File: src/rtl/mtt_pkg.sv
package mtt_pkg;
    localparam int AW = 4;

    typedef enum logic [1:0] {
        ST_IDLE       = 2'b00,
        ST_RUN        = 2'b01,
        ST_HOLD       = 2'b10,
        ST_HOLD_ARMED = 2'b11
    } tmr_state_e;

    localparam logic [AW-1:0] A_CTRL  = 4'd0;
    localparam logic [AW-1:0] A_PSC   = 4'd1;
    localparam logic [AW-1:0] A_ACT   = 4'd2;
    localparam logic [AW-1:0] A_FLAG  = 4'd3;
    localparam logic [AW-1:0] A_TCNT  = 4'd4;
    localparam logic [AW-1:0] A_PCNT  = 4'd5;
    localparam logic [AW-1:0] A_MATCH = 4'd8;

    // action bit offsets inside one channel's 3-bit group
    localparam int ACT_IRQ  = 0;
    localparam int ACT_RST  = 1;
    localparam int ACT_STOP = 2;
    localparam int ACT_W    = 3;
endpackage

File: src/rtl/mtt_ctrl_fsm.sv
module mtt_ctrl_fsm
    import mtt_pkg::*;
(
    input  logic       clk,
    input  logic       rst_n,
    input  logic       ctrl_wr,
    input  logic [1:0] ctrl_wdata,
    input  logic       stop_hit,
    output logic       running,
    output logic       holding,
    output logic [1:0] ctrl_rd
);
    tmr_state_e st_q, st_d, st_wr;

    always_comb begin
        unique case (ctrl_wdata)
            2'b00:   st_wr = ST_IDLE;
            2'b01:   st_wr = ST_RUN;
            2'b10:   st_wr = ST_HOLD;
            default: st_wr = ST_HOLD_ARMED;
        endcase
    end

    always_comb begin
        st_d = st_q;
        unique case (st_q)
            ST_RUN: begin
                if (ctrl_wr)       st_d = st_wr;
                else if (stop_hit) st_d = ST_IDLE;
            end
            ST_IDLE, ST_HOLD, ST_HOLD_ARMED: begin
                if (ctrl_wr) st_d = st_wr;
            end
            default: st_d = ST_IDLE;
        endcase
    end

    always_ff @(posedge clk or negedge rst_n) begin
        if (!rst_n) st_q <= ST_IDLE;
        else        st_q <= st_d;
    end

    always_comb begin
        running = 1'b0;
        holding = 1'b0;
        ctrl_rd = 2'b00;
        unique case (st_q)
            ST_IDLE:       ctrl_rd = 2'b00;
            ST_RUN:        begin running = 1'b1; ctrl_rd = 2'b01; end
            ST_HOLD:       begin holding = 1'b1; ctrl_rd = 2'b10; end
            ST_HOLD_ARMED: begin holding = 1'b1; ctrl_rd = 2'b11; end
            default:       ctrl_rd = 2'b00;
        endcase
    end
endmodule

File: src/rtl/mtt_prescaler.sv
module mtt_prescaler #(
    parameter int DW = 32
) (
    input  logic          clk,
    input  logic          rst_n,
    input  logic          running,
    input  logic          holding,
    input  logic [DW-1:0] psc,
    output logic [DW-1:0] pcnt,
    output logic          tick
);
    // >= keeps the divider bounded if PSC is lowered below the running count
    assign tick = running && (pcnt >= psc);

    always_ff @(posedge clk or negedge rst_n) begin
        if (!rst_n)       pcnt <= '0;
        else if (holding) pcnt <= '0;
        else if (running) pcnt <= tick ? '0 : pcnt + DW'(1);
    end
endmodule

File: src/rtl/mtt_match_chan.sv
module mtt_match_chan
    import mtt_pkg::*;
#(
    parameter int DW = 32
) (
    input  logic [DW-1:0]    tcnt,
    input  logic [DW-1:0]    mval,
    input  logic             tick,
    input  logic [ACT_W-1:0] act,
    output logic             hit_irq,
    output logic             hit_rst,
    output logic             hit_stop
);
    logic hit;
    assign hit      = tick && (tcnt == mval);
    assign hit_irq  = hit && act[ACT_IRQ];
    assign hit_rst  = hit && act[ACT_RST];
    assign hit_stop = hit && act[ACT_STOP];
endmodule

File: src/rtl/match_tick_timer.sv
module match_tick_timer
    import mtt_pkg::*;
#(
    parameter int DW  = 32,
    parameter int NCH = 4
) (
    input  logic          clk,
    input  logic          rst_n,
    input  logic          bus_wr,
    input  logic [AW-1:0] bus_addr,
    input  logic [DW-1:0] bus_wdata,
    output logic [DW-1:0] bus_rdata,
    output logic          irq
);
    localparam int ACTW = ACT_W * NCH;

    logic [DW-1:0]   psc_q;
    logic [ACTW-1:0] act_q;
    logic [DW-1:0]   mval_q [NCH];
    logic [NCH-1:0]  flags_q;
    logic [DW-1:0]   tcnt_q;
    logic [DW-1:0]   pcnt_q;
    logic            running, holding, tick;
    logic [1:0]      ctrl_rd;
    logic [NCH-1:0]  irq_hit, rst_hit, stop_hit;
    logic            any_rst, any_stop;
    logic            wr_ctrl, wr_flag;

    assign wr_ctrl = bus_wr && (bus_addr == A_CTRL);
    assign wr_flag = bus_wr && (bus_addr == A_FLAG);

    mtt_ctrl_fsm u_fsm (
        .clk        (clk),
        .rst_n      (rst_n),
        .ctrl_wr    (wr_ctrl),
        .ctrl_wdata (bus_wdata[1:0]),
        .stop_hit   (any_stop),
        .running    (running),
        .holding    (holding),
        .ctrl_rd    (ctrl_rd)
    );

    mtt_prescaler #(.DW(DW)) u_psc (
        .clk     (clk),
        .rst_n   (rst_n),
        .running (running),
        .holding (holding),
        .psc     (psc_q),
        .pcnt    (pcnt_q),
        .tick    (tick)
    );

    for (genvar k = 0; k < NCH; k++) begin : g_chan
        mtt_match_chan #(.DW(DW)) u_chan (
            .tcnt     (tcnt_q),
            .mval     (mval_q[k]),
            .tick     (tick),
            .act      (act_q[ACT_W*k +: ACT_W]),
            .hit_irq  (irq_hit[k]),
            .hit_rst  (rst_hit[k]),
            .hit_stop (stop_hit[k])
        );
    end

    assign any_rst  = |rst_hit;
    assign any_stop = |stop_hit;

    // timer counter: reset action beats stop, stop freezes the value
    always_ff @(posedge clk or negedge rst_n) begin
        if (!rst_n)        tcnt_q <= '0;
        else if (holding)  tcnt_q <= '0;
        else if (tick) begin
            if (any_rst)       tcnt_q <= '0;
            else if (!any_stop) tcnt_q <= tcnt_q + DW'(1);
        end
    end

    // configuration registers
    always_ff @(posedge clk or negedge rst_n) begin
        if (!rst_n) begin
            psc_q <= '0;
            act_q <= '0;
            for (int k = 0; k < NCH; k++) mval_q[k] <= '0;
        end else if (bus_wr) begin
            if (bus_addr == A_PSC) psc_q <= bus_wdata;
            if (bus_addr == A_ACT) act_q <= bus_wdata[ACTW-1:0];
            for (int k = 0; k < NCH; k++)
                if (bus_addr == A_MATCH + AW'(k)) mval_q[k] <= bus_wdata;
        end
    end

    // flags: a new match wins over a same-cycle clear
    always_ff @(posedge clk or negedge rst_n) begin
        if (!rst_n) flags_q <= '0;
        else        flags_q <= (flags_q & ~(wr_flag ? bus_wdata[NCH-1:0] : '0)) | irq_hit;
    end

    assign irq = |flags_q;

    always_comb begin
        bus_rdata = '0;
        unique case (bus_addr)
            A_CTRL:  bus_rdata = DW'(ctrl_rd);
            A_PSC:   bus_rdata = psc_q;
            A_ACT:   bus_rdata = DW'(act_q);
            A_FLAG:  bus_rdata = DW'(flags_q);
            A_TCNT:  bus_rdata = tcnt_q;
            A_PCNT:  bus_rdata = pcnt_q;
            default: begin
                for (int k = 0; k < NCH; k++)
                    if (bus_addr == A_MATCH + AW'(k)) bus_rdata = mval_q[k];
            end
        endcase
    end
endmodule

File: config.mk
export PLATFORM = sky130hd
export DESIGN_NAME = match_tick_timer
export DESIGN_NICKNAME = d
export VERILOG_FILES = /design/src/rtl/mtt_pkg.sv /design/src/rtl/mtt_ctrl_fsm.sv /design/src/rtl/mtt_prescaler.sv /design/src/rtl/mtt_match_chan.sv /design/src/rtl/match_tick_timer.sv
export SDC_FILE = /design/constraint.sdc
export NUM_CORES = 1
export LEC_CHECK = 0
export BUFFER_PORTS_ARGS = -buffer_cell sky130_fd_sc_hd__clkbuf_2
export CORE_MARGIN = 3
export CORE_UTILIZATION = 50
export CTS_CLUSTER_SIZE = 8
export DETAILED_ROUTE_END_ITERATION = 16
export GPL_ROUTABILITY_DRIVEN = 1
export PLACE_DENSITY = 0.7
export SLEW_MARGIN = 10
export SYNTH_ARGS = -nofsm -noshare
export SYNTH_HDL_FRONTEND = slang
export SYNTH_SLANG_ARGS = --single-unit
File: constraint.sdc
create_clock -name clk -period 2.8 [get_ports clk]
set_input_delay 0 -clock clk [delete_from_list [all_inputs] [get_ports clk]]
set_output_delay 0 -clock clk [all_outputs]
set_load 0.005 [all_outputs]
==> metrics, run 1 <==
Reg2Reg Setup Slack=-0.15 ns; Tot Pwr=about 12000 uW; footprint of the multi-input gates=8190 um2; Setup crit end kind=flip-flop; FF+latch area=6060 um2; RR Startpoint=u_psc.pcnt[31]; async set-or-reset flop fraction in the synthesized netlist=100%; fmax=~0.34 GHz; Hold Crit Class=in -> async; Clk pwr share=about a third; RSZ-0062 raised after global routing=true; Reg-to-Reg End=tcnt_q[31]; wire per inst=about 25 um; YS warnings=0; Net count, final=approximately 1700; number of synthesized register bits=242; Worst-Skew Late Latency=0.52 ns; slowest CP cell=or4b_1; ys flop type=dfrtp_1; clk sink count=about 240; initial core utilization=51.2%; CP max FO=6; final antenna-violating net count=0; Slew headroom=approximately 37%; sequential area share after synthesis=between 40% and 50%; PwrDens=between 600 and 700 nW/um2; Critical path buffers and inverters=1; DRT Pass-1 Iters=7; CTS tree=yes; Post-synth EDFFs=0; clk slew on worst S/H paths=roughly 0.05 ns; sequential power share=approximately two fifths; clock root buffer=clkbuf_16; Synth Net Count=1498; placer congestion estimate=approximately 0.95; most frequent cell on the critical path=and4_4; Sw Ratio=31.1%; overall routing resource usage=31.5%; Sw Pwr=about 3600 uW; worst reg2reg path depth=10; I/O Pins=72; DRC errors left=0; Ant. Diodes=0; total global routing overflow=0; CP Class=reg -> reg; Syn Inst Count=~1400; CTS Buf Count=36; Slowest Stage Delay on Critical Path=around 0.47 ns; Fin Setup TNS=-2.73 ns; DR vias=roughly 13000; Die Y=roughly 180 um; layout cells sized above 1=between 30% and 40%; Core ar.=approximately 28000 um2; failing checks=negative setup slack; Fill cells=2234; initial antenna violation count=0; worst endpoint required time=3.22 ns; Hold Fails Final Rpt=0; Vias/cell=about 6.4; Layout area overhead=26.0%; worst-case clock buffer depth=3; Pleak=between 0.007 and 0.008 uW; final count of negative-setup-slack endpoints=34; IO Port Bufs=slightly above 70; WL final=roughly 50000 um; CP top delay family=simple AND/OR/NAND/NOR gates; row cnt=61; post-DP HPWL=34700 um; final core occ=64.6%; first-pass GRT wire length=75400 um; Final Critical Period=~3 ns; die area=slightly above 30000 um2; H-tree lvl count=2; max-slew violations=0; Max-cap violations=0; status=finished with violations; vias in the first global route=12853; largest net degree at the start of global routing=92; syn_area_per_cell=slightly above 10 um2; mapped cell area=approximately 14000 um2; maximum VDD drop=0.000379 V; part of the power in combinational logic=25.9%; Die W=176 um; critical path arrival=between 3 and 4 ns; crit start category=flip-flop; Setup Skew=slightly above 0.02 ns; Iter 0 DRT Violations=between 1500 and 2000; Worst-Margin Slew=about 0.94 ns; crit path cell chain=ha_4, and4_4, and4_4, and4_4, o41a_1, buf_4, o21ai_4, or2_4, or4b_1, a21oi_1; Internal Power=roughly 8000 uW; worst setup margin=-0.153 ns; fin crit share=105%; Synth cell types=62
-- placed cells by master, fill, tap and decap left out, drive strengths merged, types with 11 or more instances in the layout --
cell	count
and3	21
and2	12
a222oi	14
a21oi	42
xnor2	130
nand4	57
mux2	156
o21ai	110
nor3	11
nand3	56
inv	50
nor2	50
a22oi	40
dlygate4sd3	34
nor4	11
nand2	113
and4	11
mux2i	32
dfrtp	242
buf	177
o31ai	23
a31oi	12
ha	34
clkbuf	110
-- metrics by stage --
stage	hold slack, ns	area [um2]	cells	worst slack (ns)
detailed placement	0.0821	16100	1936	-0.315
global route	0.151	18100	2023	-0.265
global placement	0.0803	16100	1936	-0.262
finish	0.109	18100	2023	-0.153
floorplan	-0.296	14400	1425	0.0176
CTS	0.115	17700	2017	-0.0868
-- how the worst max path moves through the flow --
stage	from	slack, ns	cells after the start	end
floorplan	u_psc.pcnt[0]	0.02	11	u_psc.pcnt[20]
global placement	psc_q[27]	-0.26	10	tcnt_q[30]
detailed placement	psc_q[27]	-0.32	10	tcnt_q[31]
CTS	psc_q[0]	-0.09	10	u_psc.pcnt[14]
global route	u_psc.pcnt[0]	-0.27	12	u_psc.pcnt[22]
finish	u_psc.pcnt[31]	-0.15	10	tcnt_q[31]
-- cells in the mapped netlist (all sizes together), types with 8 or more instances --
cell / number / area [um2]
nand2: 113 / 424
o211ai: 10 / 75.1
inv: 48 / 180
clkbuf: 57 / 214
nand3: 56 / 280
xnor2: 130 / 1140
or3: 10 / 62.6
nand4: 57 / 372
o21ai: 110 / 551
nor4: 11 / 75.1
nor2b: 9 / 56.3
buf: 47 / 285
nand2b: 8 / 57.6
mux2i: 32 / 320
o31ai: 23 / 173
a22oi: 40 / 300
a31oi: 12 / 75.1
and2: 12 / 75.1
nor2: 50 / 195
dfrtp: 242 / 6060
ha: 34 / 425
a222oi: 14 / 140
nor3: 11 / 55.1
and3: 21 / 131
a211oi: 8 / 60.1
a21oi: 42 / 210
mux2: 156 / 1760
and4: 11 / 96.3
-- sequential cells by signal, indices dropped and copies added, names as in the netlist --
register and flops:
act_q 12, flags_q 4, mval_q 128, psc_q 32, tcnt_q 32, u_fsm.st_q 2
u_psc.pcnt 32
-- cells by family (layout without fill, tap and decap cells) --
| group | count (synthesis) | after routing | share of synthesized area, % |
|---|---|---|---|
| DFF | 242 | 242 | 42.1 |
| adders and majority gates | 34 | 34 | 2.96 |
| muxes | 194 | 194 | 15.4 |
| and+or+nand+nor | 377 | 377 | 13.6 |
| AOI/OAI and AO/OA | 294 | 294 | 13.3 |
| buffers and inverters | 153 | 373 | 4.75 |
| xor gates and xnor gates | 131 | 131 | 7.97 |
-- worst reg2reg max path, delay by kind of cell, from the launching register on --
kind,cells,cell delay [ns]
adder cells (fa/ha/maj),1,0.29
flip-flops,1,0.42
AND/OR/NAND/NOR,5,1.50
buffers and inverters,1,0.15
AO/OA/AOI/OAI,3,0.51
-- layout make-up --
cell class | count | share of cell area [%]
Clock buffer | 38 | 5.13
Clock inverter | 3 | 0.138
Inverter | 49 | 1.01
Multi-Input combinational cell | 1030 | 45.1
Sequential cell | 242 | 33.4
Tap cell | 378 | 2.61
Timing Repair Buffer | 283 | 12.6
-- power by group through the flow --
stage | Sequential [uW] | Clock (uW) | Combinational [uW]
5_1_grt | 4780 | 4040 | 3220
2_1_floorplan | 4580 | 0 | 1640
3_5_place_dp | 4720 | 0 | 2640
3_3_place_gp | 4690 | 0 | 2590
6_report | 4710 | 3860 | 3000
4_1_cts | 4680 | 3890 | 2800
-- timing repair --
action	in CTS	in global routing
hold buffers	34	0
setup buffers	5	5
setup endpoints to repair	64	63
cloned	2	3
pin swaps	17	16
endpoints found under the hold margin	261	0
resized for setup	41	87
-- layer usage --
metal / GRT usage [%] / wire, um / up-vias / share of wire [%]
li1: - / - / 5643 / -
met1: 42.3 / 19800 / 6428 / 40
met2: 48.1 / 22600 / 785 / 45
met3: 8.17 / 5200 / 161 / 10
met4: 14.5 / 2460 / 0 / 4.9
met5: 0 / 0 / - / 0
No activity file was read; power rests on OpenSTA's default activity.
==> inputs of run 2 (changes only) <==
--- a/config.mk
+++ b/config.mk
@@ -7,11 +7,10 @@
 export LEC_CHECK = 0
 export BUFFER_PORTS_ARGS = -buffer_cell sky130_fd_sc_hd__clkbuf_2
 export CORE_MARGIN = 3
-export CORE_UTILIZATION = 50
+export CORE_UTILIZATION = 38
 export CTS_CLUSTER_SIZE = 8
 export DETAILED_ROUTE_END_ITERATION = 16
 export GPL_ROUTABILITY_DRIVEN = 1
-export PLACE_DENSITY = 0.7
 export SLEW_MARGIN = 10
 export SYNTH_ARGS = -nofsm -noshare
 export SYNTH_HDL_FRONTEND = slang
==> run 2 against run 1 <==
- the run still ends with negative setup slack left
- clock skew shrank 0.0042 ns
- die area grew 30%
- clock power is essentially flat
- sequential cell count is the same
- design area grew 3.5%
- register-to-register slack lost 0.16 ns
- global-route usage shrank 6.3 points
- final cell count grew 7.6%
- critical path type unchanged
- critical endpoint is now u_psc.pcnt[23]
- largest power group unchanged
- highest routed layer is now met5
==> metrics, run 2 (synthesized netlist as in run 1, its figures left out) <==
Hold Fails Final Rpt=0 (unchanged); Core ar.=37000 um2 (was 28100 um2); DRT Pass-1 Iters=5 (was 7); total global routing overflow=0 (unchanged); WL final=52600 um (was 50100 um); Die W=201 um (was 176 um); Global Route met1 Usage=34.3% (was 42.3%); Worst-Margin Slew=0.762 ns (was 0.945 ns); Setup Skew=0.0165 ns (was 0.0207 ns); worst setup margin=-0.311 ns (was -0.153 ns); first-pass GRT wire length=79500 um (was 75400 um); critical path arrival=3.53 ns (was 3.38 ns); status=finished with violations (unchanged); CP max FO=8 (was 6); initial core utilization=38.9% (was 51.2%); Net count, final=1743 (was 1715); Internal Power=7960 uW (was 7970 uW); IO Port Bufs=71 (unchanged); commonest non-fill, non-tap cell in the layout=dfrtp_1 (unchanged); I/O Pins=72 (unchanged); post-DP HPWL=36900 um (was 34700 um); met2 Use GR=41.2% (was 48.1%); Slowest Stage Delay on Critical Path=0.60 ns (was 0.47 ns); crit path cell chain=ha_1, nand2b_4, a2111oi_4, nor4_2, o41a_1, buf_4, or4b_4, buf_12, buf_16, a21oi_2, o21ai_2, o31ai_2 (was ha_4, and4_4, and4_4, and4_4, o41a_1, buf_4, o21ai_4, or2_4, or4b_1, a21oi_1); most frequent cells in the layout=241 x dfrtp_1, 179 x buf_4, 156 x mux2_2 (was 239 x dfrtp_1, 157 x buf_4, 156 x mux2_2); Setup crit end kind=flip-flop (unchanged); dpl ws=-0.528 ns (was -0.315 ns); clock root buffer=clkbuf_16 (unchanged); row cnt=70 (was 61); fin crit share=111% (was 105%); max-slew violations=0 (unchanged); wire per inst=24.2 um (was 24.8 um); Max-cap violations=0 (unchanged); Clk pwr share=33.0% (was 33.3%); Fill cells=3409 (was 2234); worst-case clock buffer depth=3 (unchanged); DRC errors left=0 (unchanged); final count of negative-setup-slack endpoints=58 (was 34); layout cells sized above 1=36.4% (was 33.4%); met3 usage=3.60% (was 8.17%); Final Critical Period=3.11 ns (was 2.95 ns); CTS Buf Count=36 (unchanged); failing checks=negative setup slack (unchanged); PwrDens=620 nW/um2 (was 638 nW/um2); worst endpoint required time=3.22 ns (about the same); max reg flops=128 (unchanged); maximum VDD drop=0.000368 V (was 0.000379 V); RSZ-0062 raised after global routing=true (unchanged); Hold Crit Class=in -> async (unchanged); initial antenna violation count=2 (was 0); CTS tree=yes (unchanged); worst reg2reg path depth=12 (was 10); largest net degree at the start of global routing=97 (was 92); Vias/cell=5.92 (was 6.43); H-tree lvl count=2 (unchanged); clk slew on worst S/H paths=0.05 ns (about the same); placer congestion estimate=0.925 (was 0.947); slowest CP cell=or4b_4 (was or4b_1); vias in the first global route=12684 (was 12853); Reg with most FFs=mval_q (unchanged); Sw Ratio=31.6% (was 31.1%); Sw Pwr=3670 uW (was 3600 uW); die area=40200 um2 (was 30900 um2); crit start category=flip-flop (unchanged); sequential power share=40.6% (was 40.7%); part of the power in combinational logic=26.4% (was 25.9%); Critical Path Stages=12 (was 10); CP Class=reg -> reg (unchanged); clk sink count=242 (unchanged); CP top delay family=compound AO/OA/AOI/OAI gates (was simple AND/OR/NAND/NOR gates); Worst-Skew Late Latency=0.51 ns (was 0.52 ns); Critical path buffers and inverters=3 (was 1); Die Y=201 um (was 176 um); DR vias=12874 (was 13017); Slew headroom=48.8% (was 36.7%); final antenna-violating net count=0 (unchanged); Fin Setup TNS=-8.25 ns (was -2.73 ns); Pleak=0.00802 uW (was 0.00781 uW); overall routing resource usage=25.2% (was 31.5%); Layout area overhead=30.4% (was 26.0%); Iter 0 DRT Violations=1243 (was 1527); gr busiest metal=met2 (unchanged); fmax=0.321 GHz (was 0.339 GHz)
-- run 2: power by group through the flow --
stage / Sequential, uW / Clock, uW / Combinational (uW)
final: 4720 / 3840 / 3070
after detailed placement: 4730 / 0 / 2680
after global placement: 4710 / 0 / 2650
after global routing: 4790 / 4000 / 3290
after floorplan: 4580 / 0 / 1640
after CTS: 4690 / 3880 / 2940
-- run 2: layer usage --
metal / wire length (um) / share of wire [%]
met1: 22100 / 42
met2: 24600 / 47
met5: 27 / 0.051
met4: 2100 / 4.0
met3: 3830 / 7.3
-- run 2: through the flow --
stage                     utilization (%)  cell area [um2]  instances  power (uW)  hold slack, ns
after floorplan                         -            14400       1425        6220          -0.296
after global placement               44.5            16500       2083        7360         -0.0366
after detailed placement             44.5            16500       2083        7420         -0.0362
after CTS                            49.3            18200       2167       11500          0.0426
after global routing                 50.8            18800       2175       12100          0.0831
final                                50.8            18800       2176       11600          0.0303
-- run 2: worst paths after layout --
check | start | to | slack [ns]
max | psc_q[0] | u_psc.pcnt[23] | -0.31
min | rst_n | u_psc.pcnt[5] | 0.03
max reg2reg | psc_q[0] | u_psc.pcnt[23] | -0.31
min reg2reg | act_q[3] | act_q[3] | 0.54
max in group asynchronous | rst_n | tcnt_q[1] | 1.82
min in group clk | bus_addr[2] | u_fsm.st_q[0] | 0.11
-- run 2: area by class of cell --
class | instances | area, um2 | area share, %
antenna | 1 | 2.50 | 0.0133
clock inverter | 1 | 7.51 | 0.0400
tap | 504 | 631 | 3.36
sequential | 242 | 6060 | 32.3
clock buffer | 38 | 930 | 4.95
timing repair buffer | 311 | 2500 | 13.3
multi-input combinational | 1030 | 8450 | 45.0
inverter | 49 | 184 | 0.980
-- run 2: timing repair --
item,CTS,global route
pin swaps,27,33
hold buffers,34,0
resized for setup,81,118
setup buffers,8,9
cloned,4,1
setup endpoints to repair,69,65
hold endpoints to repair,410,0
==> inputs of run 3 (changes only) <==
--- a/config.mk
+++ b/config.mk
@@ -5,12 +5,16 @@
 export SDC_FILE = /design/constraint.sdc
 export NUM_CORES = 1
 export LEC_CHECK = 0
+export ABC_AREA = 1
 export BUFFER_PORTS_ARGS = -buffer_cell sky130_fd_sc_hd__clkbuf_2
+export CELL_PAD_IN_SITES_DETAIL_PLACEMENT = 0
+export CELL_PAD_IN_SITES_GLOBAL_PLACEMENT = 2
 export CORE_MARGIN = 3
-export CORE_UTILIZATION = 38
+export CORE_UTILIZATION = 34
 export CTS_CLUSTER_SIZE = 8
 export DETAILED_ROUTE_END_ITERATION = 16
 export GPL_ROUTABILITY_DRIVEN = 1
+export PLACE_DENSITY_LB_ADDON = 0.1
 export SLEW_MARGIN = 10
 export SYNTH_ARGS = -nofsm -noshare
 export SYNTH_HDL_FRONTEND = slang
==> run 3 against run 2 <==
- the run now ends clean
- synthesized area grew 0.73%
- utilization is 10 points lower
- design area down 8.6%
- clock power rose by 5.5%
- clock-buffer cell count increased by 10
- sequential power is 1% lower
- setup slack better by 0.52 ns
- synthesized cell count grew 31%
- global-route usage fell by 1.9 points
- critical path type unchanged
- highest routed layer is now met4
==> metrics, run 3 <==
final count of negative-setup-slack endpoints=0 (was 58); max-slew violations=0 (unchanged); design area=17100 um2 (was 18800 um2); WL final=52000 um (was 52600 um); YS warnings=0 (unchanged); Synth Net Count=1939 (was 1498); Setup Skew=0.0168 ns (was 0.0165 ns); Worst-Margin Slew=0.752 ns (was 0.762 ns); PwrDens=645 nW/um2 (was 620 nW/um2); Hold Fails Final Rpt=0 (unchanged); Net count, final=2065 (was 1743); Core ar.=42000 um2 (was 37000 um2); DRC errors left=0 (unchanged); I/O Pins=72 (unchanged); Slew headroom=49.8% (was 48.8%); async set-or-reset flop fraction in the synthesized netlist=100% (unchanged); row cnt=75 (was 70); Hold Crit Class=in -> reg (was in -> async); crit path cell chain=xor2_1, nor2_1, nand2_1, nor2_1, nand2_1, nor2_1, nand4_1, nand2_1, nor2_4, a21oi_4, buf_12, nand2_1, nand2_1 (was ha_1, nand2b_4, a2111oi_4, nor4_2, o41a_1, buf_4, or4b_4, buf_12, buf_16, a21oi_2, o21ai_2, o31ai_2); setup bufs post-CTS=0 (was 8); DR vias=12874 (unchanged); CTS tree=yes (unchanged); worst setup margin=0.211 ns (was -0.311 ns); dpl ws=0.0865 ns (was -0.528 ns); RSZ-0062 raised after global routing=false (was true); dpl cell area=15800 um2 (was 16500 um2); sequential area share after synthesis=41.8% (was 42.1%); syn_area_per_cell=7.77 um2 (was 10.1 um2); Ant. Diodes=0 (was 1); CTS Buf Count=37 (was 36); IO Port Bufs=71 (unchanged); layout cells sized above 1=12.5% (was 36.4%); Vias/cell=5.07 (was 5.92); Die W=212 um (was 201 um); final core occ=40.8% (was 50.8%); Max-cap violations=0 (unchanged); worst endpoint required time=3.26 ns (was 3.22 ns); ys flop type=dfrtp_1 (unchanged); crit start category=flip-flop (unchanged); wire per inst=20.5 um (was 24.2 um); slowest CP cell=dfrtp_1 (was or4b_4); die area=45100 um2 (was 40200 um2); most frequent cell on the critical path=nand2_1; vias in the first global route=12667 (was 12684); worst-case clock buffer depth=3 (unchanged); Synth cell types=46 (was 62); CP Class=reg -> reg (unchanged); Synth top area share=41.8% (was 42.1%); final antenna-violating net count=0 (unchanged); top cells by area, synth=dfrtp_1 42%, nand2_1 13%, o21ai_0 6.8%, xor2_1 5.9%, nor2_1 4.3% (was dfrtp_1 42%, mux2_2 12%, xnor2_1 7.9%, o21ai_0 3.8%, ha_1 3.0%); maximum VDD drop=0.000376 V (was 0.000368 V); Reg with most FFs=mval_q (unchanged); clk sink count=242 (unchanged); number of synthesized register bits=242 (unchanged); Final Critical Period=2.59 ns (was 3.11 ns); first-pass GRT wire length=79800 um (was 79500 um); DRT Pass-1 Iters=5 (unchanged); initial antenna violation count=0 (was 2); max reg flops=128 (unchanged); fmax=0.386 GHz (was 0.321 GHz); Fin Setup TNS=0 ns (was -8.25 ns); dominant cell type by area after synthesis=dfrtp_1 (unchanged); total global routing overflow=0 (unchanged); initial core utilization=34.5% (was 38.9%); largest net degree at the start of global routing=74 (was 97); post-DP HPWL=38600 um (was 36900 um); H-tree lvl count=2 (unchanged); Worst-Skew Late Latency=0.54 ns (was 0.51 ns); overall routing resource usage=23.3% (was 25.2%); Syn Inst Count=1866 (was 1425); most frequent cells in the layout=483 x nand2_1, 241 x dfrtp_1, 197 x o21ai_0 (was 241 x dfrtp_1, 179 x buf_4, 156 x mux2_2); Post-synth EDFFs=0 (unchanged); commonest non-fill, non-tap cell in the layout=nand2_1 (was dfrtp_1); placer congestion estimate=0.857 (was 0.925); clk slew on worst S/H paths=0.05 ns (about the same); Die Y=212 um (was 201 um); Post-synth top cells=490 x nand2_1, 242 x dfrtp_1, 197 x o21ai_0, 166 x nor2_1, 160 x inv_1 (was 242 x dfrtp_1, 156 x mux2_2, 130 x xnor2_1, 113 x nand2_1, 109 x o21ai_0); most numerous cell in the Yosys netlist=nand2_1 (was dfrtp_1); Slowest Stage Delay on Critical Path=0.51 ns (was 0.60 ns); Pleak=0.00805 uW (was 0.00802 uW); clock root buffer=clkbuf_16 (unchanged); CP max FO=32 (was 8); Layout area overhead=18.3% (was 30.4%); Iter 0 DRT Violations=817 (was 1243); status=finished, final reports clean (was finished with violations); mapped cell area=14500 um2 (was 14400 um2); critical path arrival=3.05 ns (was 3.53 ns); Setup crit end kind=flip-flop (unchanged); fin crit share=92.5% (was 111%)
## run 3: cell count changes after synthesis, sizes merged, moves of 25 or more
cell   previous run  this run
a22oi            40         0
inv              48       173
mux2            156         0
mux2i            32         0
nand2           113       496
nand4            57        32
nor2             50       174
o21ai           110       199
o22ai             2        48
xnor2           130        55
xor2              1        98
## run 3: logic make-up after synthesis
family                   Yosys count  share of synthesized area [%]
AO/OA/AOI/OAI                    374                           15.2
XOR/XNOR                         153                           9.24
buffers and inverters            277                           8.12
flip-flops                       242                           41.8
adder cells (fa/ha/maj)           34                           2.93
AND/OR/NAND/NOR                  786                           22.7
## run 3: where the power goes
group / internal, uW / total, uW / switching [uW]
Combinational: 937 / 2340 / 1410
Clock: 2440 / 4050 / 1610
Sequential: 4070 / 4660 / 596
## run 3: cell type report
class | instances | area, um2
Clock buffer | 48 | 997
Fill cell | 4387 | 24900
Inverter | 176 | 667
Multi-Input combinational cell | 1347 | 7320
Sequential cell | 242 | 6060
Tap cell | 539 | 674
Timing Repair Buffer | 188 | 1430
## run 3: repair_timing
item	4_1_cts	5_1_grt
hold buffers	36	0
endpoints found under the setup margin	0	44
endpoints found under the hold margin	266	0
resized for setup	0	11
## run 3: final timing paths
kind | slack [ns] | end | startpoint | depth (start not counted)
max reg2reg | 0.21 | tcnt_q[28] | tcnt_q[21] | 13
max in group asynchronous | 1.87 | mval_q[91] | rst_n | 3
min reg2reg | 0.48 | psc_q[1] | psc_q[1] | 2
min | 0.03 | u_fsm.st_q[0] | bus_addr[1] | 5
min in group asynchronous | 0.06 | mval_q[35] | rst_n | 2
max | 0.21 | tcnt_q[28] | tcnt_q[21] | 13
## run 3: worst max-delay path: cells and delay by family, from the launching register on
kind | cells | cell delay, ns
AOI/OAI and AO/OA | 1 | 0.16
DFF | 1 | 0.51
xor gates and xnor gates | 1 | 0.20
and+or+nand+nor | 10 | 1.41
buffers and inverters | 1 | 0.22
## run 3: through the flow
stage / hold slack, ns / instances / total power, uW
after CTS: 0.00443 / 2540 / 11200
final: 0.0266 / 2540 / 11100
after global routing: 0.0912 / 2540 / 11700
after floorplan: -0.296 / 1866 / 6090
after detailed placement: 0.0493 / 2456 / 7020
after global placement: 0.0515 / 2456 / 6990
## run 3: routing by layer
layer | wire [um] | global-route usage [%] | part of all wire (%)
met1 | 25900 | 34.5 | 50
met2 | 23100 | 36.1 | 44
met3 | 2110 | 3.16 | 4.1
met4 | 915 | 5.28 | 1.8
met5 | 0 | 0 | 0
